`config.mk`:
```
export PLATFORM = sky130hd
export DESIGN_NAME = skip_decide_unit
export DESIGN_NICKNAME = d
export VERILOG_FILES = /design/src/rtl/skip_pkg.sv /design/src/rtl/skip_rst_sync.sv /design/src/rtl/skip_dec_path.sv /design/src/rtl/skip_test_eval.sv /design/src/rtl/skip_out_stage.sv /design/src/rtl/skip_decide_unit.sv
export SDC_FILE = /design/constraint.sdc
export NUM_CORES = 1
export LEC_CHECK = 0
export BUFFER_PORTS_ARGS = -buffer_cell sky130_fd_sc_hd__buf_2
export CAP_MARGIN = 40
export CELL_PAD_IN_SITES_DETAIL_PLACEMENT = 1
export CELL_PAD_IN_SITES_GLOBAL_PLACEMENT = 2
export CORE_MARGIN = 3
export CORE_UTILIZATION = 25
export CTS_BUF_LIST = sky130_fd_sc_hd__clkbuf_2
export DETAILED_ROUTE_END_ITERATION = 12
export MAX_ROUTING_LAYER = met4
export PLACE_DENSITY_LB_ADDON = 0.12
export SLEW_MARGIN = 20
export SYNTH_ARGS = -nofsm -noshare
export SYNTH_HDL_FRONTEND = slang
export SYNTH_SLANG_ARGS = --single-unit
```
`constraint.sdc`:
```
create_clock -name clk -period 0.8 [get_ports clk]
set_input_delay 0.04 -clock clk [delete_from_list [all_inputs] [get_ports clk]]
set_output_delay 0.04 -clock clk [all_outputs]
set_load 0.01 [all_outputs]
```
`src/rtl/skip_pkg.sv`:
```
package skip_pkg;
  localparam int unsigned OPC_W = 3;

  typedef enum logic [OPC_W-1:0] {
    TST_NONE  = 3'd0,
    TST_AGT   = 3'd1,
    TST_BNIB  = 3'd2,
    TST_DECZ  = 3'd3,
    TST_BIT   = 3'd4,
    TST_CSET  = 3'd5,
    TST_CCLR  = 3'd6,
    TST_RSKIP = 3'd7
  } tst_op_e;
endpackage

```
`src/rtl/skip_rst_sync.sv`:
```
module skip_rst_sync #(
  parameter int unsigned STAGES = 2
) (
  input  logic clk,
  input  logic rst_n,
  output logic rst_s_n
);
  logic [STAGES-1:0] sync_q;
  logic [STAGES-1:0] sync_d;

  always_comb begin
    sync_d = {sync_q[STAGES-2:0], 1'b1};
  end

  always_ff @(posedge clk or negedge rst_n) begin
    if (!rst_n) sync_q <= '0;
    else        sync_q <= sync_d;
  end

  assign rst_s_n = sync_q[STAGES-1];
endmodule

```
`src/rtl/skip_dec_path.sv`:
```
module skip_dec_path #(
  parameter int unsigned DATA_W = 8
) (
  input  logic [DATA_W-1:0] reg_in,
  output logic [DATA_W-1:0] dec_val,
  output logic              dec_zero
);
  always_comb begin
    dec_val  = reg_in - DATA_W'(1);
    dec_zero = (dec_val == '0);
  end
endmodule

```
`src/rtl/skip_test_eval.sv`:
```
module skip_test_eval
  import skip_pkg::*;
#(
  parameter int unsigned DATA_W = 8,
  parameter int unsigned NIB_W  = 4,
  localparam int unsigned IDX_W = $clog2(DATA_W)
) (
  input  tst_op_e           op,
  input  logic [DATA_W-1:0] acc,
  input  logic [DATA_W-1:0] mem_opnd,
  input  logic [DATA_W-1:0] b_ptr,
  input  logic [NIB_W-1:0]  imm,
  input  logic [IDX_W-1:0]  bit_idx,
  input  logic              bit_src,
  input  logic              carry,
  input  logic              dec_zero,
  output logic              skip
);
  logic [NIB_W-1:0]  nib_diff;
  logic              nib_ne;
  logic [DATA_W-1:0] bit_word;
  logic              sel_bit;
  logic              acc_gt;

  // bitwise difference of pointer nibble and immediate
  for (genvar g = 0; g < NIB_W; g++) begin : g_nib
    assign nib_diff[g] = b_ptr[g] ^ imm[g];
  end

  always_comb begin
    nib_ne   = |nib_diff;
    bit_word = bit_src ? mem_opnd : acc;
    sel_bit  = bit_word[bit_idx];
    acc_gt   = (acc > mem_opnd);
  end

  // skip = condition for executing next instruction is false
  always_comb begin
    unique case (op)
      TST_AGT:   skip = !acc_gt;
      TST_BNIB:  skip = !nib_ne;
      TST_DECZ:  skip = dec_zero;
      TST_BIT:   skip = !sel_bit;
      TST_CSET:  skip = !carry;
      TST_CCLR:  skip = carry;
      TST_RSKIP: skip = 1'b1;
      default:   skip = 1'b0;
    endcase
  end
endmodule

```
`src/rtl/skip_out_stage.sv`:
```
module skip_out_stage #(
  parameter int unsigned DATA_W = 8
) (
  input  logic              clk,
  input  logic              rst_s_n,
  input  logic              skip_d,
  input  logic              wb_en_d,
  input  logic [DATA_W-1:0] wb_data_d,
  output logic              skip_q,
  output logic              wb_en_q,
  output logic [DATA_W-1:0] wb_data_q
);
  logic              skip_nxt;
  logic              wb_en_nxt;
  logic [DATA_W-1:0] wb_data_nxt;
  logic              data_ce;

  always_comb begin
    skip_nxt    = skip_d;
    wb_en_nxt   = wb_en_d;
    data_ce     = wb_en_d;
    wb_data_nxt = wb_data_d;
  end

  always_ff @(posedge clk or negedge rst_s_n) begin
    if (!rst_s_n) begin
      skip_q  <= 1'b0;
      wb_en_q <= 1'b0;
    end else begin
      skip_q  <= skip_nxt;
      wb_en_q <= wb_en_nxt;
    end
  end

  always_ff @(posedge clk or negedge rst_s_n) begin
    if (!rst_s_n)     wb_data_q <= '0;
    else if (data_ce) wb_data_q <= wb_data_nxt;
  end

  // a skip request lasts one slot unless a new request is presented
  p_skip_one_slot_r7: assert property (@(posedge clk) disable iff (!rst_s_n)
    !skip_d |=> !skip_q);

  // writeback data loads only on a writeback
  p_wb_hold_r3: assert property (@(posedge clk) disable iff (!rst_s_n)
    !wb_en_d |=> $stable(wb_data_q));
endmodule

```
`src/rtl/skip_decide_unit.sv`:
```
module skip_decide_unit
  import skip_pkg::*;
#(
  parameter int unsigned DATA_W = 8,
  parameter int unsigned NIB_W  = 4,
  parameter int unsigned SYNC_STAGES = 2,
  localparam int unsigned IDX_W = $clog2(DATA_W)
) (
  input  logic              clk,
  input  logic              rst_n,
  input  logic              op_valid,
  input  logic [OPC_W-1:0]  op_code,
  input  logic [DATA_W-1:0] acc,
  input  logic [DATA_W-1:0] mem_opnd,
  input  logic [DATA_W-1:0] b_ptr,
  input  logic [NIB_W-1:0]  imm4,
  input  logic [IDX_W-1:0]  bit_idx,
  input  logic              bit_src,
  input  logic              carry,
  input  logic [DATA_W-1:0] reg_val,
  output logic              skip_req,
  output logic              wb_en,
  output logic [DATA_W-1:0] wb_data
);
  logic              rst_s_n;
  tst_op_e           op_act;
  logic [DATA_W-1:0] dec_val;
  logic              dec_zero;
  logic              skip_d;
  logic              wb_en_d;

  skip_rst_sync #(.STAGES(SYNC_STAGES)) u_rst (
    .clk     (clk),
    .rst_n   (rst_n),
    .rst_s_n (rst_s_n)
  );

  always_comb begin
    op_act  = op_valid ? tst_op_e'(op_code) : TST_NONE;
    wb_en_d = (op_act == TST_DECZ);
  end

  skip_dec_path #(.DATA_W(DATA_W)) u_dec (
    .reg_in   (reg_val),
    .dec_val  (dec_val),
    .dec_zero (dec_zero)
  );

  skip_test_eval #(.DATA_W(DATA_W), .NIB_W(NIB_W)) u_eval (
    .op       (op_act),
    .acc      (acc),
    .mem_opnd (mem_opnd),
    .b_ptr    (b_ptr),
    .imm      (imm4),
    .bit_idx  (bit_idx),
    .bit_src  (bit_src),
    .carry    (carry),
    .dec_zero (dec_zero),
    .skip     (skip_d)
  );

  skip_out_stage #(.DATA_W(DATA_W)) u_out (
    .clk       (clk),
    .rst_s_n   (rst_s_n),
    .skip_d    (skip_d),
    .wb_en_d   (wb_en_d),
    .wb_data_d (dec_val),
    .skip_q    (skip_req),
    .wb_en_q   (wb_en),
    .wb_data_q (wb_data)
  );

  p_gt_r1: assert property (@(posedge clk) disable iff (!rst_s_n)
    (op_valid && op_code == 3'd1) |=> (skip_req == ($past(acc) <= $past(mem_opnd))));

  p_dec_wb_r3: assert property (@(posedge clk) disable iff (!rst_s_n)
    (op_valid && op_code == 3'd3) |=> (wb_en && wb_data == DATA_W'($past(reg_val) - 1'b1)));

  p_dec_zero_r3: assert property (@(posedge clk) disable iff (!rst_s_n)
    wb_en |-> (skip_req == (wb_data == '0)));

  p_carry_r5: assert property (@(posedge clk) disable iff (!rst_s_n)
    (op_valid && op_code == 3'd5) |=> (skip_req == !$past(carry)));

  p_rskip_r6: assert property (@(posedge clk) disable iff (!rst_s_n)
    (op_valid && op_code == 3'd7) |=> skip_req);

  p_idle_r8: assert property (@(posedge clk) disable iff (!rst_s_n)
    (!op_valid || op_code == 3'd0) |=> (!skip_req && !wb_en));

  p_wb_only_dec_r8: assert property (@(posedge clk) disable iff (!rst_s_n)
    (op_valid && op_code != 3'd3) |=> !wb_en);

  p_reset_r9: assert property (@(posedge clk)
    !rst_s_n |-> (!skip_req && !wb_en));
endmodule

```
==> results.cfg <==
[cts]
cts.reportedPaths.clkPinSlew_ns = 0.14
cts_tree = built
clock-sinks = 12
clk_latency_ns = 0.29
worst_case_clock_buffer_depth = 2
ctsHtreeMaxLevel = 1
root_buffer = sky130_fd_sc_hd__clkbuf_2
tritoncts.num_buffers = 3

[synth]
syn_inst = 99
synth_warnings = 0
netlist_top_cells_area = sky130_fd_sc_hd__dfrtp_1 31%, sky130_fd_sc_hd__ha_1 13%, sky130_fd_sc_hd__mux4_1 11%, sky130_fd_sc_hd__xor2_1 7.1%, sky130_fd_sc_hd__inv_1 4.6%
distinct_cell_type_count_of_the_synthesized_netlist = 30
seq_area_frac_synth_pct = 30.6
ys_ff_latch = 12
synth_fp_nets = 156
synth_largest_area_cell = sky130_fd_sc_hd__dfrtp_1
postSynthAreaPerCell_um2 = 9.92
post_synth_instance_area_um2 = 982
yosys.area.top_type_share_pct = 30.6

[floorplan]
chipWidth_um = 68.7
die_area_mm2 = 0.00472
coreArea_mm2 = 0.00372
top_level_ports = 57
effective_utilization_at_floorplan_pct = 26.4
rows = 22
die_y_extent_um = 68.7

[timing]
worst_clock_skew_ns = 0.0201
fin_ws_ns = -0.316
period_needed_ns = 1.12
finalHoldViolCount = 0
highest_clock_frequency_the_design_can_meet_mhz = 896
rsz0062_at_grt = yes
final_min_period_over_clock_period_pct = 140
final-max-slew-violation-count = 0
timing.final.setup_violations = 15

[placement]
number_of_placed_cells_counting_well_taps = 224
place_congestion = 0.806
total_of_buffers_placed_on_input_and_output_ports = 52
hpwlAfterDp_um = 2750

[power]
powerDensity_mw_per_mm2 = 1130
net_switching_fraction_of_the_power_pct = 33.4
post-layout-total-power_w = 0.00188
max-vdd-ir-drop_mv = 0.606
power.static_leakage_nw = 0.859
p_clk_share_pct = 17.5
internal_power_w = 0.00125
p_seq_share_pct = 40.5
power.net_switching_w = 0.000629
combPwrFrac_pct = 41.9

[final_layout]
layout.nets = 242
most-common-layout-cells = 48 x sky130_fd_sc_hd__buf_2, 26 x sky130_fd_sc_hd__buf_4, 12 x sky130_fd_sc_hd__dfrtp_1, 10 x sky130_fd_sc_hd__inv_1, 9 x sky130_fd_sc_hd__ha_1
fill_cells = 446
sequential_cell_area_um2 = 300
layout.cells.most_common = sky130_fd_sc_hd__buf_2
share_of_post_route_cells_with_drive_strength_above_1_pct = 55.4
area_taken_by_multi_input_logic_gates_um2 = 694
final_util_pct = 44.8
layout-area-overhead-vs-synth_pct = 69.6
final-instance-count-excl-fill = 232
n_antenna_cell = 0

[outcome]
failing_checks = setup timing
run_status = complete, but fails checks

[worst_setup_path]
path_class = in -> reg
critical_path.slowest_cell = sky130_fd_sc_hd__or4_4
critical_path_buf_inv_count = 1
timing.critical_path.slowest_cell_delay_ns = 0.55
critical-path-top-delay-family = simple AND/OR/NAND/NOR gates
worst_setup_path_end_kind = flip-flop
setup.worst_path.start_class = input port
critical_path_fanouts_max = 3
crit_path_cell_trace = buf_12 -> or4_4 -> nor2_2 -> xor2_1 -> or3_1 -> nand4_1
critPathArrivalTime_ns = 1.35
timing.critical_path.required_ns = 1.04

[drt]
drc_errors = 0
dr_total_vias = 1056
drt_iter0_drc = 11
detail_route.vias_per_cell = 4.55
ant_nets = 0
wl_cell_um = 13.8
final_routed_wirelength_across_all_metal_layers_um = 3200
drt_first_pass_iters = 2

[hold_path]
hold_class = in -> reg

[global_routing]
global_route_wire_length_before_repair_um = 5100
number_of_global_route_vias_before_repair = 1132
maximum_number_of_pins_on_one_net_before_global_route_repair = 13
groute.usage.overall_pct = 14.9
globalRouteOverflowTotal = 0
grt_antenna_before_repair = 0

[flow_run]
timing.max_cap.violations = 0
## worst min-delay path, stage by stage
cell and delay [ns]:
sky130_fd_sc_hd__buf_2 0.10, sky130_fd_sc_hd__nand3_1 0.07, sky130_fd_sc_hd__nand4_1 0.08
## per-layer routing
metal  up-vias  track usage, %  routed length [µm]
li1        532               -                   -
met3         2            3.40                 172
met1       495            17.8                1360
met4         0            1.49                  13
met5         -               -                   0
met2        27            26.2                1650
## cells by family (layout without fill, tap and decap cells)
family,Yosys count,count (layout),synth area share [%]
and+or+nand+nor,29,29,17.2
xor gates and xnor gates,10,10,8.92
other,1,1,0.382
adders and majority gates,10,10,12.7
DFF,12,12,30.6
buffers and inverters,13,98,4.97
AOI/OAI and AO/OA,15,15,8.92
muxes,9,9,16.3
## synth_stat cells
cell	instances
sky130_fd_sc_hd__dfrtp_1	12
sky130_fd_sc_hd__inv_1	12
sky130_fd_sc_hd__ha_1	10
sky130_fd_sc_hd__xor2_1	8
sky130_fd_sc_hd__nand2_1	7
sky130_fd_sc_hd__a21oi_1	6
sky130_fd_sc_hd__nor3_1	5
sky130_fd_sc_hd__mux2_2	4
sky130_fd_sc_hd__mux4_1	4
sky130_fd_sc_hd__o21ai_0	4
sky130_fd_sc_hd__nand4_1	3
sky130_fd_sc_hd__nor4_1	3
sky130_fd_sc_hd__nand3_1	2
sky130_fd_sc_hd__o211ai_1	2
sky130_fd_sc_hd__xnor2_1	2
sky130_fd_sc_hd__a31o_2	1
sky130_fd_sc_hd__and3_1	1
sky130_fd_sc_hd__clkbuf_1	1
sky130_fd_sc_hd__conb_1	1
sky130_fd_sc_hd__mux2i_1	1
sky130_fd_sc_hd__nand4b_1	1
sky130_fd_sc_hd__nor2_1	1
sky130_fd_sc_hd__nor2b_1	1
sky130_fd_sc_hd__nor3b_2	1
sky130_fd_sc_hd__nor4bb_1	1
sky130_fd_sc_hd__o21ai_1	1
sky130_fd_sc_hd__o22a_1	1
sky130_fd_sc_hd__or3_1	1
sky130_fd_sc_hd__or3b_2	1
sky130_fd_sc_hd__or4_1	1
## path summary, 6_finish.rpt
path,startpoint,endpoint,slack (ns),cells after the start
max in group asynchronous,u_rst.sync_q[1]$_DFF_PN0_,u_out.wb_data_q[3]$_DFFE_PN0P_,0.33,0
hold reg to reg,u_rst.sync_q[1]$_DFF_PN0_,u_out.wb_data_q[6]$_DFFE_PN0P_,0.15,0
min in group asynchronous,rst_n,u_rst.sync_q[1]$_DFF_PN0_,0.06,2
setup reg to reg,u_out.wb_data_q[6]$_DFFE_PN0P_,u_out.wb_data_q[6]$_DFFE_PN0P_,0.01,1
setup / recovery,reg_val[1],u_out.skip_q$_DFF_PN0_,-0.32,6
hold / removal,bit_idx[1],u_out.skip_q$_DFF_PN0_,0.03,3
## flip-flops by register name, indices dropped and copies added (netlist names)
| signal | count |
|---|---|
| u_out.wb_en_q | 1 |
| u_rst.sync_q | 2 |
| u_out.skip_q | 1 |
| u_out.wb_data_q | 8 |
## layout make-up
cell class,instances,share of cell area (%)
clock inverter,1,0.225
tap,48,3.61
timing repair buffer,82,31.9
multi-input combinational,74,41.7
clock buffer,3,0.902
sequential,12,18.0
inverter,12,3.61
## power by group through the flow
stage	clock network (W)	registers, W	logic [W]
6_report	0.000331	0.000764	0.000790
5_1_grt	0.000382	0.000780	0.000888
4_1_cts	0.000348	0.000763	0.000762
3_5_place_dp	0	0.000776	0.000730
3_3_place_gp	0	0.000771	0.000705
2_1_floorplan	0	0.000812	0.000261
## per-stage QoR
stage          hold slack [ns]  setup TNS, ns  worst slack, ns  cell area [µm²]
3_3_place_gp            -0.174          -3.68           -0.683             1550
5_1_grt                 0.0287          -2.27           -0.313             1670
6_report                0.0256          -1.68           -0.316             1670
4_1_cts                 0.0131          -1.69           -0.308             1630
2_1_floorplan           -0.256          -1.58           -0.469             1040
3_5_place_dp            -0.173          -3.88           -0.727             1550
## what timing repair did
item,4_1_cts,5_1_grt
endpoints found under the setup margin,16,15
setup buffers,0,2
endpoints found under the hold margin,3,0
resized for setup,10,6
pin swaps,5,4
hold buffers,2,0
(Power assumes the default switching activity.)
